## src/rtl/gpio_irq_pkg.sv

```systemverilog
package gpio_irq_pkg;

  localparam int NPORT = 3;
  localparam int PW    = 8;
  localparam int AW    = 8;

  localparam logic [AW-1:0] OFS_MODE = 8'h00;
  localparam logic [AW-1:0] OFS_POL  = 8'h04;
  localparam logic [AW-1:0] OFS_EOI  = 8'h08;
  localparam logic [AW-1:0] OFS_EN   = 8'h0C;
  localparam logic [AW-1:0] OFS_STAT = 8'h10;
  localparam logic [AW-1:0] OFS_DB   = 8'h18;

  typedef enum logic [2:0] {
    FLD_NONE, FLD_MODE, FLD_POL, FLD_EOI, FLD_EN, FLD_STAT, FLD_DB
  } fld_e;

  function automatic logic [AW-1:0] group_base(input int g);
    case (g)
      0:       return 8'h90;
      1:       return 8'hAC;
      default: return 8'h4C;
    endcase
  endfunction

  function automatic fld_e decode_field(input logic [AW-1:0] addr,
                                        input logic [AW-1:0] base);
    logic [AW-1:0] rel;
    rel = addr - base;
    case (rel)
      OFS_MODE: return FLD_MODE;
      OFS_POL:  return FLD_POL;
      OFS_EOI:  return FLD_EOI;
      OFS_EN:   return FLD_EN;
      OFS_STAT: return FLD_STAT;
      OFS_DB:   return FLD_DB;
      default:  return FLD_NONE;
    endcase
  endfunction

  // level source active when the input equals the sense bit
  function automatic logic [PW-1:0] level_match(input logic [PW-1:0] cur,
                                                input logic [PW-1:0] sense);
    return ~(cur ^ sense);
  endfunction

  // rising where sense is 1, falling where sense is 0
  function automatic logic [PW-1:0] edge_match(input logic [PW-1:0] cur,
                                               input logic [PW-1:0] prev,
                                               input logic [PW-1:0] sense);
    return (cur & ~prev & sense) | (~cur & prev & ~sense);
  endfunction

endpackage

```

## src/rtl/gpio_db_filter.sv

```systemverilog
module gpio_db_filter #(
  parameter int DB_TICKS = 4
) (
  input  logic clk,
  input  logic rst_n,
  input  logic tick,
  input  logic db_en,
  input  logic raw,
  output logic q
);
  localparam int CW = $clog2(DB_TICKS + 1);

  logic          s1_q, s2_q, filt_q;
  logic [CW-1:0] cnt_q;
  logic          differs;
  logic          settle;

  assign differs = (s2_q != filt_q);
  assign settle  = db_en && differs && tick && (cnt_q == CW'(DB_TICKS - 1));

  always_ff @(posedge clk or negedge rst_n) begin
    if (!rst_n) begin
      s1_q <= 1'b0;
      s2_q <= 1'b0;
    end else begin
      s1_q <= raw;
      s2_q <= s1_q;
    end
  end

  always_ff @(posedge clk or negedge rst_n) begin
    if (!rst_n) begin
      filt_q <= 1'b0;
      cnt_q  <= '0;
    end else if (!db_en) begin
      filt_q <= s2_q;
      cnt_q  <= '0;
    end else if (!differs) begin
      cnt_q  <= '0;
    end else if (settle) begin
      filt_q <= s2_q;
      cnt_q  <= '0;
    end else if (tick) begin
      cnt_q  <= cnt_q + CW'(1);
    end
  end

  assign q = db_en ? filt_q : s2_q;

  // with filtering on, the filtered value moves only on a sample tick
  a_r9_db_moves_on_tick : assert property (@(posedge clk) disable iff (!rst_n)
    (db_en && $past(db_en) && (filt_q != $past(filt_q))) |-> $past(tick));

  // the counter never passes the threshold
  a_r9_cnt_bounded : assert property (@(posedge clk) disable iff (!rst_n)
    cnt_q < CW'(DB_TICKS));

endmodule

```

## src/rtl/gpio_port_core.sv

```systemverilog
module gpio_port_core
  import gpio_irq_pkg::*;
#(
  parameter int DB_TICKS = 4
) (
  input  logic          clk,
  input  logic          rst_n,
  input  logic          tick,
  input  logic [PW-1:0] pins,
  input  logic [PW-1:0] wdata,
  input  logic          wr_mode,
  input  logic          wr_pol,
  input  logic          wr_eoi,
  input  logic          wr_en,
  input  logic          wr_db,
  output logic [PW-1:0] mode_q,
  output logic [PW-1:0] pol_q,
  output logic [PW-1:0] en_q,
  output logic [PW-1:0] db_q,
  output logic [PW-1:0] stat
);
  logic [PW-1:0] qual;
  logic [PW-1:0] prev_q;
  logic [PW-1:0] latch_q;
  logic [PW-1:0] edge_hit;
  logic [PW-1:0] eoi_mask;
  logic [PW-1:0] pend;

  always_ff @(posedge clk or negedge rst_n) begin
    if (!rst_n) begin
      mode_q <= '0;
      pol_q  <= '0;
      en_q   <= '0;
      db_q   <= '0;
    end else begin
      if (wr_mode) mode_q <= wdata;
      if (wr_pol)  pol_q  <= wdata;
      if (wr_en)   en_q   <= wdata;
      if (wr_db)   db_q   <= wdata;
    end
  end

  for (genvar i = 0; i < PW; i++) begin : g_pin
    gpio_db_filter #(.DB_TICKS(DB_TICKS)) u_filt (
      .clk   (clk),
      .rst_n (rst_n),
      .tick  (tick),
      .db_en (db_q[i]),
      .raw   (pins[i]),
      .q     (qual[i])
    );
  end

  assign edge_hit = mode_q & en_q & edge_match(qual, prev_q, pol_q);
  assign eoi_mask = wr_eoi ? wdata : '0;

  always_ff @(posedge clk or negedge rst_n) begin
    if (!rst_n) begin
      prev_q  <= '0;
      latch_q <= '0;
    end else begin
      prev_q  <= qual;
      latch_q <= mode_q & ((latch_q & ~eoi_mask) | edge_hit);
    end
  end

  assign pend = (mode_q & latch_q) | (~mode_q & level_match(qual, pol_q));
  assign stat = pend & en_q;

  // an end-of-interrupt bit clears its latch unless an edge arrives
  a_r5_eoi_clears : assert property (@(posedge clk) disable iff (!rst_n)
    wr_eoi |=> ((latch_q & $past(wdata & ~edge_hit)) == '0));

  // a detected edge is always recorded on the next edge
  a_r6_edge_wins : assert property (@(posedge clk) disable iff (!rst_n)
    (|edge_hit) |=> ((latch_q & $past(edge_hit)) == $past(edge_hit)));

  // a disabled pin never arms its latch
  a_r7_no_arm_disabled : assert property (@(posedge clk) disable iff (!rst_n)
    1'b1 |=> ((latch_q & ~$past(latch_q) & ~$past(en_q)) == '0));

  // level-mode pins hold no latched state
  a_r3_level_no_latch : assert property (@(posedge clk) disable iff (!rst_n)
    1'b1 |=> ((latch_q & ~$past(mode_q)) == '0));

  // with a steady qualified input no latch can rise
  a_r8_no_false_event : assert property (@(posedge clk) disable iff (!rst_n)
    (qual == prev_q) |=> ((latch_q & ~$past(latch_q)) == '0));

endmodule

```

## src/rtl/gpio_irq_unit.sv

```systemverilog
module gpio_irq_unit
  import gpio_irq_pkg::*;
#(
  parameter int PRESC    = 4,
  parameter int DB_TICKS = 4
) (
  input  logic          clk,
  input  logic          rst_n,
  input  logic [AW-1:0] bus_addr,
  input  logic          bus_wr,
  input  logic          bus_rd,
  input  logic [PW-1:0] bus_wdata,
  output logic [PW-1:0] bus_rdata,
  input  logic [PW-1:0] pin_p0,
  input  logic [PW-1:0] pin_p1,
  input  logic [PW-1:0] pin_p2,
  output logic          irq_shared,
  output logic [PW-1:0] irq_line
);
  localparam int PCW = $clog2(PRESC + 1);

  logic [PCW-1:0] pcnt_q;
  logic           tick;

  always_ff @(posedge clk or negedge rst_n) begin
    if (!rst_n)     pcnt_q <= '0;
    else if (tick)  pcnt_q <= '0;
    else            pcnt_q <= pcnt_q + PCW'(1);
  end
  assign tick = (pcnt_q == PCW'(PRESC - 1));

  logic [PW-1:0] pins_a [NPORT];
  logic [PW-1:0] mode_a [NPORT];
  logic [PW-1:0] pol_a  [NPORT];
  logic [PW-1:0] en_a   [NPORT];
  logic [PW-1:0] db_a   [NPORT];
  logic [PW-1:0] stat_a [NPORT];
  fld_e          fld    [NPORT];

  assign pins_a[0] = pin_p0;
  assign pins_a[1] = pin_p1;
  assign pins_a[2] = pin_p2;

  for (genvar g = 0; g < NPORT; g++) begin : g_grp
    assign fld[g] = decode_field(bus_addr, group_base(g));

    gpio_port_core #(.DB_TICKS(DB_TICKS)) u_core (
      .clk     (clk),
      .rst_n   (rst_n),
      .tick    (tick),
      .pins    (pins_a[g]),
      .wdata   (bus_wdata),
      .wr_mode (bus_wr && (fld[g] == FLD_MODE)),
      .wr_pol  (bus_wr && (fld[g] == FLD_POL)),
      .wr_eoi  (bus_wr && (fld[g] == FLD_EOI)),
      .wr_en   (bus_wr && (fld[g] == FLD_EN)),
      .wr_db   (bus_wr && (fld[g] == FLD_DB)),
      .mode_q  (mode_a[g]),
      .pol_q   (pol_a[g]),
      .en_q    (en_a[g]),
      .db_q    (db_a[g]),
      .stat    (stat_a[g])
    );
  end

  logic [PW-1:0] rd_mux;
  always_comb begin
    rd_mux = '0;
    for (int g = 0; g < NPORT; g++) begin
      case (fld[g])
        FLD_MODE: rd_mux = rd_mux | mode_a[g];
        FLD_POL:  rd_mux = rd_mux | pol_a[g];
        FLD_EN:   rd_mux = rd_mux | en_a[g];
        FLD_STAT: rd_mux = rd_mux | stat_a[g];
        FLD_DB:   rd_mux = rd_mux | db_a[g];
        default:  rd_mux = rd_mux;
      endcase
    end
  end

  assign bus_rdata  = bus_rd ? rd_mux : '0;
  assign irq_shared = |(stat_a[0] | stat_a[1]);
  assign irq_line   = stat_a[2];

  // a request line of group 2 is only raised for an enabled pin
  a_r7_line_needs_enable : assert property (@(posedge clk) disable iff (!rst_n)
    ((irq_line & ~en_a[2]) == '0));

  // the prescaler tick repeats and never runs past its period
  a_r9_tick_period : assert property (@(posedge clk) disable iff (!rst_n)
    pcnt_q < PCW'(PRESC));

endmodule

```

## config.mk

```make
export PLATFORM = sky130hd
export DESIGN_NAME = gpio_irq_unit
export DESIGN_NICKNAME = d
export VERILOG_FILES = /design/src/rtl/gpio_irq_pkg.sv /design/src/rtl/gpio_db_filter.sv /design/src/rtl/gpio_port_core.sv /design/src/rtl/gpio_irq_unit.sv
export SDC_FILE = /design/constraint.sdc
export NUM_CORES = 1
export LEC_CHECK = 0
export BUFFER_PORTS_ARGS = -buffer_cell sky130_fd_sc_hd__buf_2
export CORE_UTILIZATION = 67
export DETAILED_ROUTE_END_ITERATION = 6
export PLACE_DENSITY = 0.87
export SLEW_MARGIN = 20
export SYNTH_ARGS = -nofsm -noshare
export SYNTH_HDL_FRONTEND = slang
export SYNTH_SLANG_ARGS = --single-unit
```

## constraint.sdc

```tcl
create_clock -name clk -period 5.97 [get_ports clk]
set_input_delay 0.8955 -clock clk [delete_from_list [all_inputs] [get_ports clk]]
set_output_delay 0.8955 -clock clk [all_outputs]
set_load 0.1 [all_outputs]
```

Word level (Yosys, flattened, before mapping)
Cells that the tools add are included.
- bits in registers: 291
- input port bits: 44
- add/sub/neg operators: 28
- equal/unequal tests: 154
- muxes and demuxes: 203
- bitwise operators: 74
- reduce and logical (&&, ||, !) cells: 115
- operators by type and width (kind ; number):
    two-way mux 3 bit ; 97
    bitwise AND 8 bit ; 33
    bitwise OR 8 bit ; 20
    NOT 8 bit ; 18
    case mux 8 bit (5 select lines) ; 3
    two-way mux 1 bit ; 96
    != test 2 bit, second input constant ; 48
    != test 4 bit, second input constant ; 24
    == test 3 x 2 -> 1 bit, second input constant ; 31
    logical AND 1 bit ; 87
    adder 3 x 1 -> 3 bit, second input constant ; 25
    case mux 3 bit (6 select lines) ; 3
    == test 8 x 4 -> 1 bit, second input constant ; 6
    == test 8 x 5 -> 1 bit, second input constant ; 6
    AND reduction 2 bit ; 24
    two-way mux 8 bit ; 4
    == test 3 bit, second input constant ; 9
    == test 8 x 3 -> 1 bit, second input constant ; 3
    logical NOT 8 bit ; 3
    != test 1 bit ; 24
    bitwise XOR 8 bit ; 3
    subtractor 8 bit, second input constant ; 2
    == test 3 x 1 -> 1 bit, second input constant ; 3
    OR reduction 8 bit ; 1
    subtractor 8 x 7 -> 8 bit, second input constant ; 1

Depth between registers and ports, before layout
Gate-level depths: netlist of run 1.
- depth after elaboration: 12
- gate-level depth with buffers: 8
- mapped depth without buffers: 6

By module
Synthesis of run 1 repeated with hierarchy kept, for this count alone.
- cells, all modules: 1273
- area, all modules: 13953.4 µm²
- modules (own cells, without submodules) (module ; instances ; cells an instance ; area each (µm²)):
    gpio_db_filter ; 24 ; 22 ; 259.0
    gpio_port_core ; 3 ; 175 ; 2055.7
    gpio_irq_unit ; 1 ; 220 ; 1570.3

Worst setup path before layout of run 1
OpenSTA, ideal clock, no wires.
- path type: register to output
- from: register g_grp[2].u_core.db_q[0]
- to: output port bus_rdata[0]
- arrival: 4.129 ns
- setup slack: 0.945 ns
- stages on the path, launching flop included: 7
- buffers on the path: 0
- cells stage by stage: dfrtp_1 mux2i_1 xnor2_1 a21oi_1 o2bb2ai_1 a22oi_1 o211ai_1
- word-level cells in the longest chain between the ends: 9
- elaborated cells between the ends (all ways): 10
- ends and longest elaborated chain (item ; RTL line ; source):
    from (decl) ; gpio_port_core.sv:19 ; output logic [PW-1:0] db_q,
    from (signal assigned) ; gpio_port_core.sv:39 ; if (wr_db) db_q <= wdata;
    two-way mux 1 bit ; gpio_db_filter.sv:48 ; assign q = db_en ? filt_q : s2_q;
    bitwise XOR 8 bit ; gpio_irq_pkg.sv:44 ; return ~(cur ^ sense);
    NOT 8 bit ; gpio_irq_pkg.sv:44 ;
    bitwise AND 8 bit ; gpio_port_core.sv:67 ; assign pend = (mode_q & latch_q) | (~mode_q & level_match(qual, pol_q));
    bitwise OR 8 bit ; gpio_port_core.sv:67 ;
    bitwise AND 8 bit ; gpio_port_core.sv:68 ; assign stat = pend & en_q;
    net irq_line[0] ; gpio_irq_unit.sv:18 ; output logic [PW-1:0] irq_line
    bitwise OR 8 bit ; gpio_irq_unit.sv:74 ; FLD_STAT: rd_mux = rd_mux | stat_a[g];
    case mux 8 bit (5 select lines) ; gpio_irq_unit.sv:70 ; case (fld[g])
    two-way mux 8 bit ; gpio_irq_unit.sv:81 ; assign bus_rdata = bus_rd ? rd_mux : '0;
    to (decl) ; gpio_irq_unit.sv:13 ; output logic [PW-1:0] bus_rdata,
The timed path passes the listed nets, and every way through them passes these cells.

Final worst setup path of run 1
- from: input port bus_addr[3]
- to: output port bus_rdata[6]
- word-level cells in the longest chain between the ends: 10
- elaborated cells between the ends (all ways): 53
- ends and longest elaborated chain (item ; RTL line ; source):
    from (decl) ; gpio_irq_unit.sv:9 ; input logic [AW-1:0] bus_addr,
    subtractor 8 bit ; gpio_irq_pkg.sv:29 ; rel = addr - base;
    == test 8 x 5 -> 1 bit, or another cell as far along ; gpio_irq_pkg.sv:30 ; case (rel)
    case mux 3 bit (6 select lines) ; gpio_irq_pkg.sv:30 ;
    == test 3 bit, or another cell as far along ; gpio_irq_unit.sv:70 ;
    case mux 8 bit (5 select lines) ; gpio_irq_unit.sv:70 ;
    bitwise OR 8 bit (on tied branches) ; n/a ;
    case mux 8 bit (5 select lines) ; gpio_irq_unit.sv:70 ;
    bitwise OR 8 bit (on tied branches) ; n/a ;
    case mux 8 bit (5 select lines) * ; gpio_irq_unit.sv:70 ;
    two-way mux 8 bit * ; gpio_irq_unit.sv:81 ;
Mark *: on every way between the ends. The rest lies on a longest branch, timed or not.

==> results of run 1 <==
[state kept, by name (all words and copies together), names as in the netlist]
name,count
g_grp.u_core.en_q,24
g_grp.u_core.g_pin.u_filt.filt_q,24
g_grp.u_core.g_pin.u_filt.cnt_q,72
pcnt_q,3
g_grp.u_core.g_pin.u_filt.s2_q,24
g_grp.u_core.prev_q,24
g_grp.u_core.pol_q,24
g_grp.u_core.mode_q,24
g_grp.u_core.g_pin.u_filt.s1_q,24
g_grp.u_core.latch_q,24
g_grp.u_core.db_q,24
[worst max-delay path, stage by stage]
cell       delay, ns
buf_2           0.43
nand2b_1        0.38
nor4_2          0.81
a31oi_1         0.17
a221o_1         0.34
o21ai_1         0.18
o2111ai_1       0.20
buf_2           0.35
[final cells by class]
type,count,area share
clock buffers,42,0.0542
clock inverters,12,0.00951
inverters,35,0.00853
multi-input cells,960,0.410
flip-flops and latches,291,0.473
well taps,270,0.0219
repair buffers,64,0.0229
[layer usage]
layer,vias up,share of wire,global-route usage
li1,4709,-,-
met1,5141,0.38,0.382
met2,449,0.50,0.543
met3,132,0.060,0.0451
met4,0,0.055,0.158
met5,-,0,0
[synthesized netlist by cell type (4+ instances only)]
library cell | number | area (sq um)
buf_2 | 8 | 40.0
o21ai_0 | 69 | 345
dfrtp_1 | 291 | 7280
mux2i_1 | 42 | 420
a22oi_1 | 40 | 300
nor2b_1 | 48 | 300
nand3_1 | 11 | 55.1
a21boi_0 | 5 | 37.5
mux2_2 | 123 | 1390
nand3b_1 | 13 | 97.6
o211a_1 | 4 | 40.0
a21oi_1 | 54 | 270
nor3_1 | 30 | 150
nor2_1 | 128 | 480
o211ai_1 | 19 | 143
nand2_1 | 199 | 747
xor2_1 | 41 | 359
and3_1 | 5 | 31.3
o221ai_1 | 5 | 43.8
inv_1 | 35 | 131
clkbuf_1 | 34 | 128
nand2b_1 | 32 | 200
ha_1 | 25 | 313
nand4_1 | 6 | 37.5
a32oi_1 | 4 | 35.0
nor3b_1 | 11 | 82.6
xnor2_1 | 7 | 61.3
[logic make-up after synthesis]
kind of cell / count (synthesis)
xor gates and xnor gates: 48
buffers and inverters: 79
AOI/OAI and AO/OA: 218
and+or+nand+nor: 504
muxes: 165
adders and majority gates: 25
DFF: 291
[worst paths after layout]
| path | to | slack, ns | depth (start not counted) |
|---|---|---|---|
| setup / recovery | bus_rdata[6] | 1.30 | 8 |
| hold / removal | g_grp[0].u_core.g_pin[6].u_filt.s2_q | 0.35 | 0 |
| setup reg to reg | g_grp[2].u_core.g_pin[6].u_filt.filt_q | 3.89 | 6 |
| hold reg to reg | g_grp[0].u_core.g_pin[6].u_filt.s2_q | 0.35 | 0 |
| max in group asynchronous | g_grp[1].u_core.g_pin[1].u_filt.filt_q | 4.28 | 2 |
| min in group asynchronous | g_grp[1].u_core.g_pin[6].u_filt.s1_q | 0.42 | 1 |
[power breakdown]
part,internal [mW],switching [mW]
sequential,2.04,0.0722
combinational,0.110,0.202
clock,1.10,0.751
==> qor.yml, run 1 <==
status: "finished clean"
post-route-util: 0.759
h-tree-depth: 1
multi_input_area_sq_um: 6310
synth_ff_type: "dfrtp_1"
p_leak_nw: 6.94
drtIter0Drc: 991
design.die.area_sq_um: 21300
nFillCells: 1323
clk_path_buf_depth: 3
clockRootBuffer: "clkbuf_16"
die_x_microns: 146
synth-async-reset-ratio: 1.00
nets: 1450
ant_nets: 0
dieHeight_microns: 146
fmax_ghz: 0.214
syn-num-nets: 1399
synth_edf_count: 0
skew_ns: 0.00704
io_buffers: 60
instances_no_fill: 1674
cts_tree: "built"
place_inst: 1620
synth_compound_area_frac: 0.0983
grt.total_usage: 0.312
io_pins: 61
viasPerCell: 6.23
worstMarginPinSlew_ns: 1.02
synthXorXnorAreaFrac: 0.0303
mostFrequentLayoutCells: "dfrtp_1 (291), nand2_1 (199), nor2_1 (128)"
worstHoldPathType: "flop to flop"
grt_max_degree: 118
drv_cap: 0
end_kind: "output pin"
coreArea_sq_um: 20300
fin_area_sq_um: 15400
synth_simple_gate_area_frac: 0.172
cts.hold.buffers_added: 0
syn_area_sq_um: 13900
clkTransAtPathRegs_ns: 0.06
timing_hold_violations_final: 0
syn_inst: 1330
routabilityCongestion: 0.984
clkSinkCount: 291
grt-ovfl-total: 0
final_common_cell: "dfrtp_1"
start_util: 0.684
row_count: 52
drtPass1Iterations: 7
routed_wl_microns: 32400
ff_latch_area_sq_um: 7280
min-delay-start: "g_grp[0].u_core.g_pin[6].u_filt.s1_q"
drive_gt1_frac: 0.175
path_max_fanout: 38
whs_ns: 0.348
post_cts_resize_count: 0
cellPowerDensity_nw_per_um2: 278
avgSynthCellArea_sq_um: 10.4
synth-seq-cells: 291
pre_cts_ws_ns: 1.46
grt_pass1_vias: 10600
p_total_mw: 4.28
ir_worst_vdd_mv: 0.244
slew_violations: 0
crit_type: "input pin to output pin"
synth_top_family_by_area: "simple AND/OR/NAND/NOR gates"
r2r-start: "pcnt_q[0]"
rsz0062_at_grt: "false"
period_needed_ns: 4.67
yosys_warnings: 0
hpwl_microns: 21600
setup_viol: 0
cts-buffers-inserted: 29
setup_slack_ns: 1.30
synthMuxAreaShare: 0.130
drc: 0
antenna_cells: 0
crit_start: "bus_addr[3]"
startpoint_type: "input pin"
tns_ns: 0
vias: 10400
fin_crit_sh: 0.782
yosysSeqAreaShare: 0.524
area_growth_syn_to_layout_pct: 10.9
wl_per_cell_microns: 19.4
slew_headroom: 0.318
synthAdderAreaFrac: 0.0225
cts_setup_buffers: 0
antenna_found_initial: 0
dpl_cell_area_sq_um: 14400
worstPathArrival_ns: 3.77
synth_cell_types: 56
grt_pass1_wl_microns: 52700
worstSkewPairLatency_ns: 0.54
cp.required_ns: 5.07
No activity file was read; power rests on OpenSTA's default activity.
==> inputs of run 2 (changes only) <==
ABC_AREA = 1   (was not set)
CORE_UTILIZATION = 62   (was 67)
PLACE_DENSITY = 0.81   (was 0.87)
clock period = 4.6 ns   (was 5.97 ns; I/O delays follow)
==> run 2 against run 1 <==
Effect of this change: global-route usage is 1.6 points lower; final area is 0.47% higher; via count is 11% higher; first-iteration DRC count is 1.1% lower; highest routed layer is now met5; critical path depth is 5 higher; sequential cell count stayed put; total power is 33% higher; largest power group unchanged; non-clock buffer count is 1 lower; critical path type unchanged.
==> qor.yml, run 2 <==
setup_slack_ns: 0.771  # -0.532 ns
yosys_warnings: 0  # unchanged
grt_pass1_vias: 11400  # +8.0%
ff_latch_area_sq_um: 7280  # unchanged
slew_headroom: 0.429  # +0.111
tns_ns: 0  # unchanged
worstMarginPinSlew_ns: 0.856  # -0.166 ns
synth_edf_count: 0  # unchanged
grt_max_degree: 109  # -7.6%
crit_start: "bus_addr[0]"
startpoint_type: "input pin"
path_max_fanout: 17  # -55%
skew_ns: 0.0141  # +0.00709 ns
ant_nets: 0  # unchanged
critPathSlowestCell: "buf_2"
die_x_microns: 151  # +3.8%
routabilityCongestion: 0.949  # -3.6%
synth-async-reset-ratio: 1.00  # unchanged
clk_path_buf_depth: 3  # unchanged
fin_crit_sh: 0.832
area_growth_syn_to_layout_pct: 11.7
drtPass1Iterations: 5  # -2
worstSkewPairLatency_ns: 0.55  # about the same
clkSinkCount: 291  # unchanged
p_leak_nw: 7.07  # +1.9%
cpPeakStageDelay_ns: 0.47  # -0.34 ns
setup_viol: 0  # unchanged
synth_top_area_share: 0.526  # +0.00123
final_common_cell: "nand2_1"
io_pins: 61  # unchanged
clkTransAtPathRegs_ns: 0.06  # about the same
pre_cts_ws_ns: 0.798  # -0.664 ns
clockRootBuffer: "clkbuf_16"
syn_inst: 1669  # +25%
crit_type: "input pin to output pin"
synthMuxAreaShare: 0.00650  # -0.124
worstHoldPathType: "input pin to asynchronous set/reset pin"
syn-num-nets: 1738  # +24%
h-tree-depth: 1  # unchanged
ir_worst_vdd_mv: 0.343  # +41%
crit_chain: "buf_2 > inv_1 > nand2_1 > nor2_1 > nand2_1 > inv_2 > nand3_2 > nand4_1 > o21ai_1 > nor2_1 > nor2_1 > nor2_1 > buf_2"
synth_simple_gate_area_frac: 0.212  # +0.0395
multi_input_area_sq_um: 5610  # -11%
design.die.area_sq_um: 22900  # +7.7%
vias: 11600  # +11%
status: "finished clean"
syn_area_sq_um: 13900  # -0.23%
cts_tree: "built"
yosys-top-cells-area: "dfrtp_1 (53%), nand2_1 (11%), o21ai_0 (8.4%)"
whs_ns: 0.195  # -0.153 ns
coreArea_sq_um: 21900  # +7.8%
largest_register: "g_grp.u_core.g_pin.u_filt.cnt_q"
timing.critical_path.mode_cell: "nor2_1"
grt-ovfl-total: 0  # unchanged
fmax_ghz: 0.261
mostFrequentLayoutCells: "nand2_1 (398), dfrtp_1 (291), o21ai_0 (233)"
viasPerCell: 5.72  # -8.3%
grt.total_usage: 0.297  # -0.0155
r2r-start: "pcnt_q[0]"
fin_area_sq_um: 15500  # +0.47%
drc: 0  # unchanged
routed_wl_microns: 32300  # -0.23%
place_inst: 1974  # +22%
io_buffers: 60  # unchanged
cts-buffers-inserted: 30  # +3.4%
synthAdderAreaFrac: 0.0226  # +0.0000529
drv_cap: 0  # unchanged
p_total_mw: 5.69  # +33%
cts.hold.buffers_added: 0  # unchanged
start_util: 0.633  # -0.0512
largest_register_ff_count: 72  # unchanged
cts_setup_buffers: 0  # unchanged
rsz0062_at_grt: "false"
grt_pass1_wl_microns: 53600  # +1.7%
end_kind: "output pin"
yosysTopAreaCell: "dfrtp_1"
synth_top_family_by_area: "simple AND/OR/NAND/NOR gates"
timing_hold_violations_final: 0  # unchanged
nFillCells: 1691  # +28%
synthTopCellsByCount: "nand2_1 (399), dfrtp_1 (291), o21ai_0 (233)"
hpwl_microns: 22200  # +2.8%
period_needed_ns: 3.83
worstPathArrival_ns: 3.14  # -0.63 ns
yosysSeqAreaShare: 0.526  # +0.00123
slew_violations: 0  # unchanged
antenna_found_initial: 3  # +3
dpl_cell_area_sq_um: 14400  # +0.12%
nets: 1795  # +24%
synth_compound_area_frac: 0.148  # +0.0497
synth_ff_type: "dfrtp_1"
avgSynthCellArea_sq_um: 8.30  # -20%
synth-seq-cells: 291  # unchanged
dieHeight_microns: 151  # +3.8%
synth_most_common_cell: "nand2_1"
post_cts_resize_count: 0  # unchanged
drtIter0Drc: 980  # -1.1%
cp.required_ns: 3.91  # -1.16 ns
instances_no_fill: 2030  # +21%
synthXorXnorAreaFrac: 0.0152  # -0.0151
wl_per_cell_microns: 15.9  # -18%
post-route-util: 0.707  # -0.0518
row_count: 54  # +3.8%
drive_gt1_frac: 0.0887  # -0.0865
cellPowerDensity_nw_per_um2: 368  # +32%
synth_cell_types: 37  # -34%
run 2: cell types whose count changed after synthesis, moves of 24 or more:
cell / before / now
mux2_2: 123 / 8
inv_1: 35 / 212
nand2b_1: 32 / 0
nor2b_1: 48 / 0
o21ai_0: 69 / 233
nor3_1: 30 / 3
nand2_1: 199 / 399
o2111ai_1: 1 / 25
mux2i_1: 42 / 0
nand3_1: 11 / 119
a22oi_1: 40 / 1
run 2: worst max-delay path, delay by kind of cell:
kind	cells	cell delay (ns)
buf+inv	4	0.88
simple gates	8	1.45
compound gates	1	0.11
run 2: worst paths after layout:
check / slack [ns] / to / depth (start not counted)
min: 0.19 / g_grp[1].u_core.g_pin[4].u_filt.cnt_q[0] / 1
min in group clk: 0.24 / g_grp[2].u_core.g_pin[7].u_filt.s1_q / 1
min reg2reg: 0.34 / g_grp[2].u_core.g_pin[1].u_filt.s2_q / 0
max reg2reg: 2.35 / g_grp[1].u_core.g_pin[7].u_filt.cnt_q[1] / 5
max: 0.77 / bus_rdata[3] / 13
max in group asynchronous: 3.41 / g_grp[0].u_core.mode_q[7] / 2
run 2: cells by family after synthesis:
family,Yosys count
buffers and inverters,257
flip-flops,291
adder cells (fa/ha/maj),25
AND/OR/NAND/NOR,691
AO/OA/AOI/OAI,373
XOR/XNOR,24
multiplexers,8
run 2: layer usage:
metal  part of all wire  global-route usage  up-vias
li1                   -                   -     5587
met1               0.42               0.388     5523
met2               0.47               0.489      399
met3              0.068              0.0485       92
met4              0.039               0.132        4
met5            0.00071                   0        -
run 2: where the power goes:
part | switching, mW | internal [mW] | total (mW)
Clock | 0.976 | 1.55 | 2.53
Combinational | 0.298 | 0.117 | 0.415
Sequential | 0.0914 | 2.65 | 2.75
Total | 1.37 | 4.32 | 5.69
run 2: cell type report:
type	count	share of cell area
inverters	219	0.0535
diodes	2	0.000323
flip-flops and latches	291	0.471
well taps	280	0.0226
multi-input cells	1121	0.362
clock inverters	7	0.00873
repair buffers	63	0.0239
clock buffers	47	0.0579
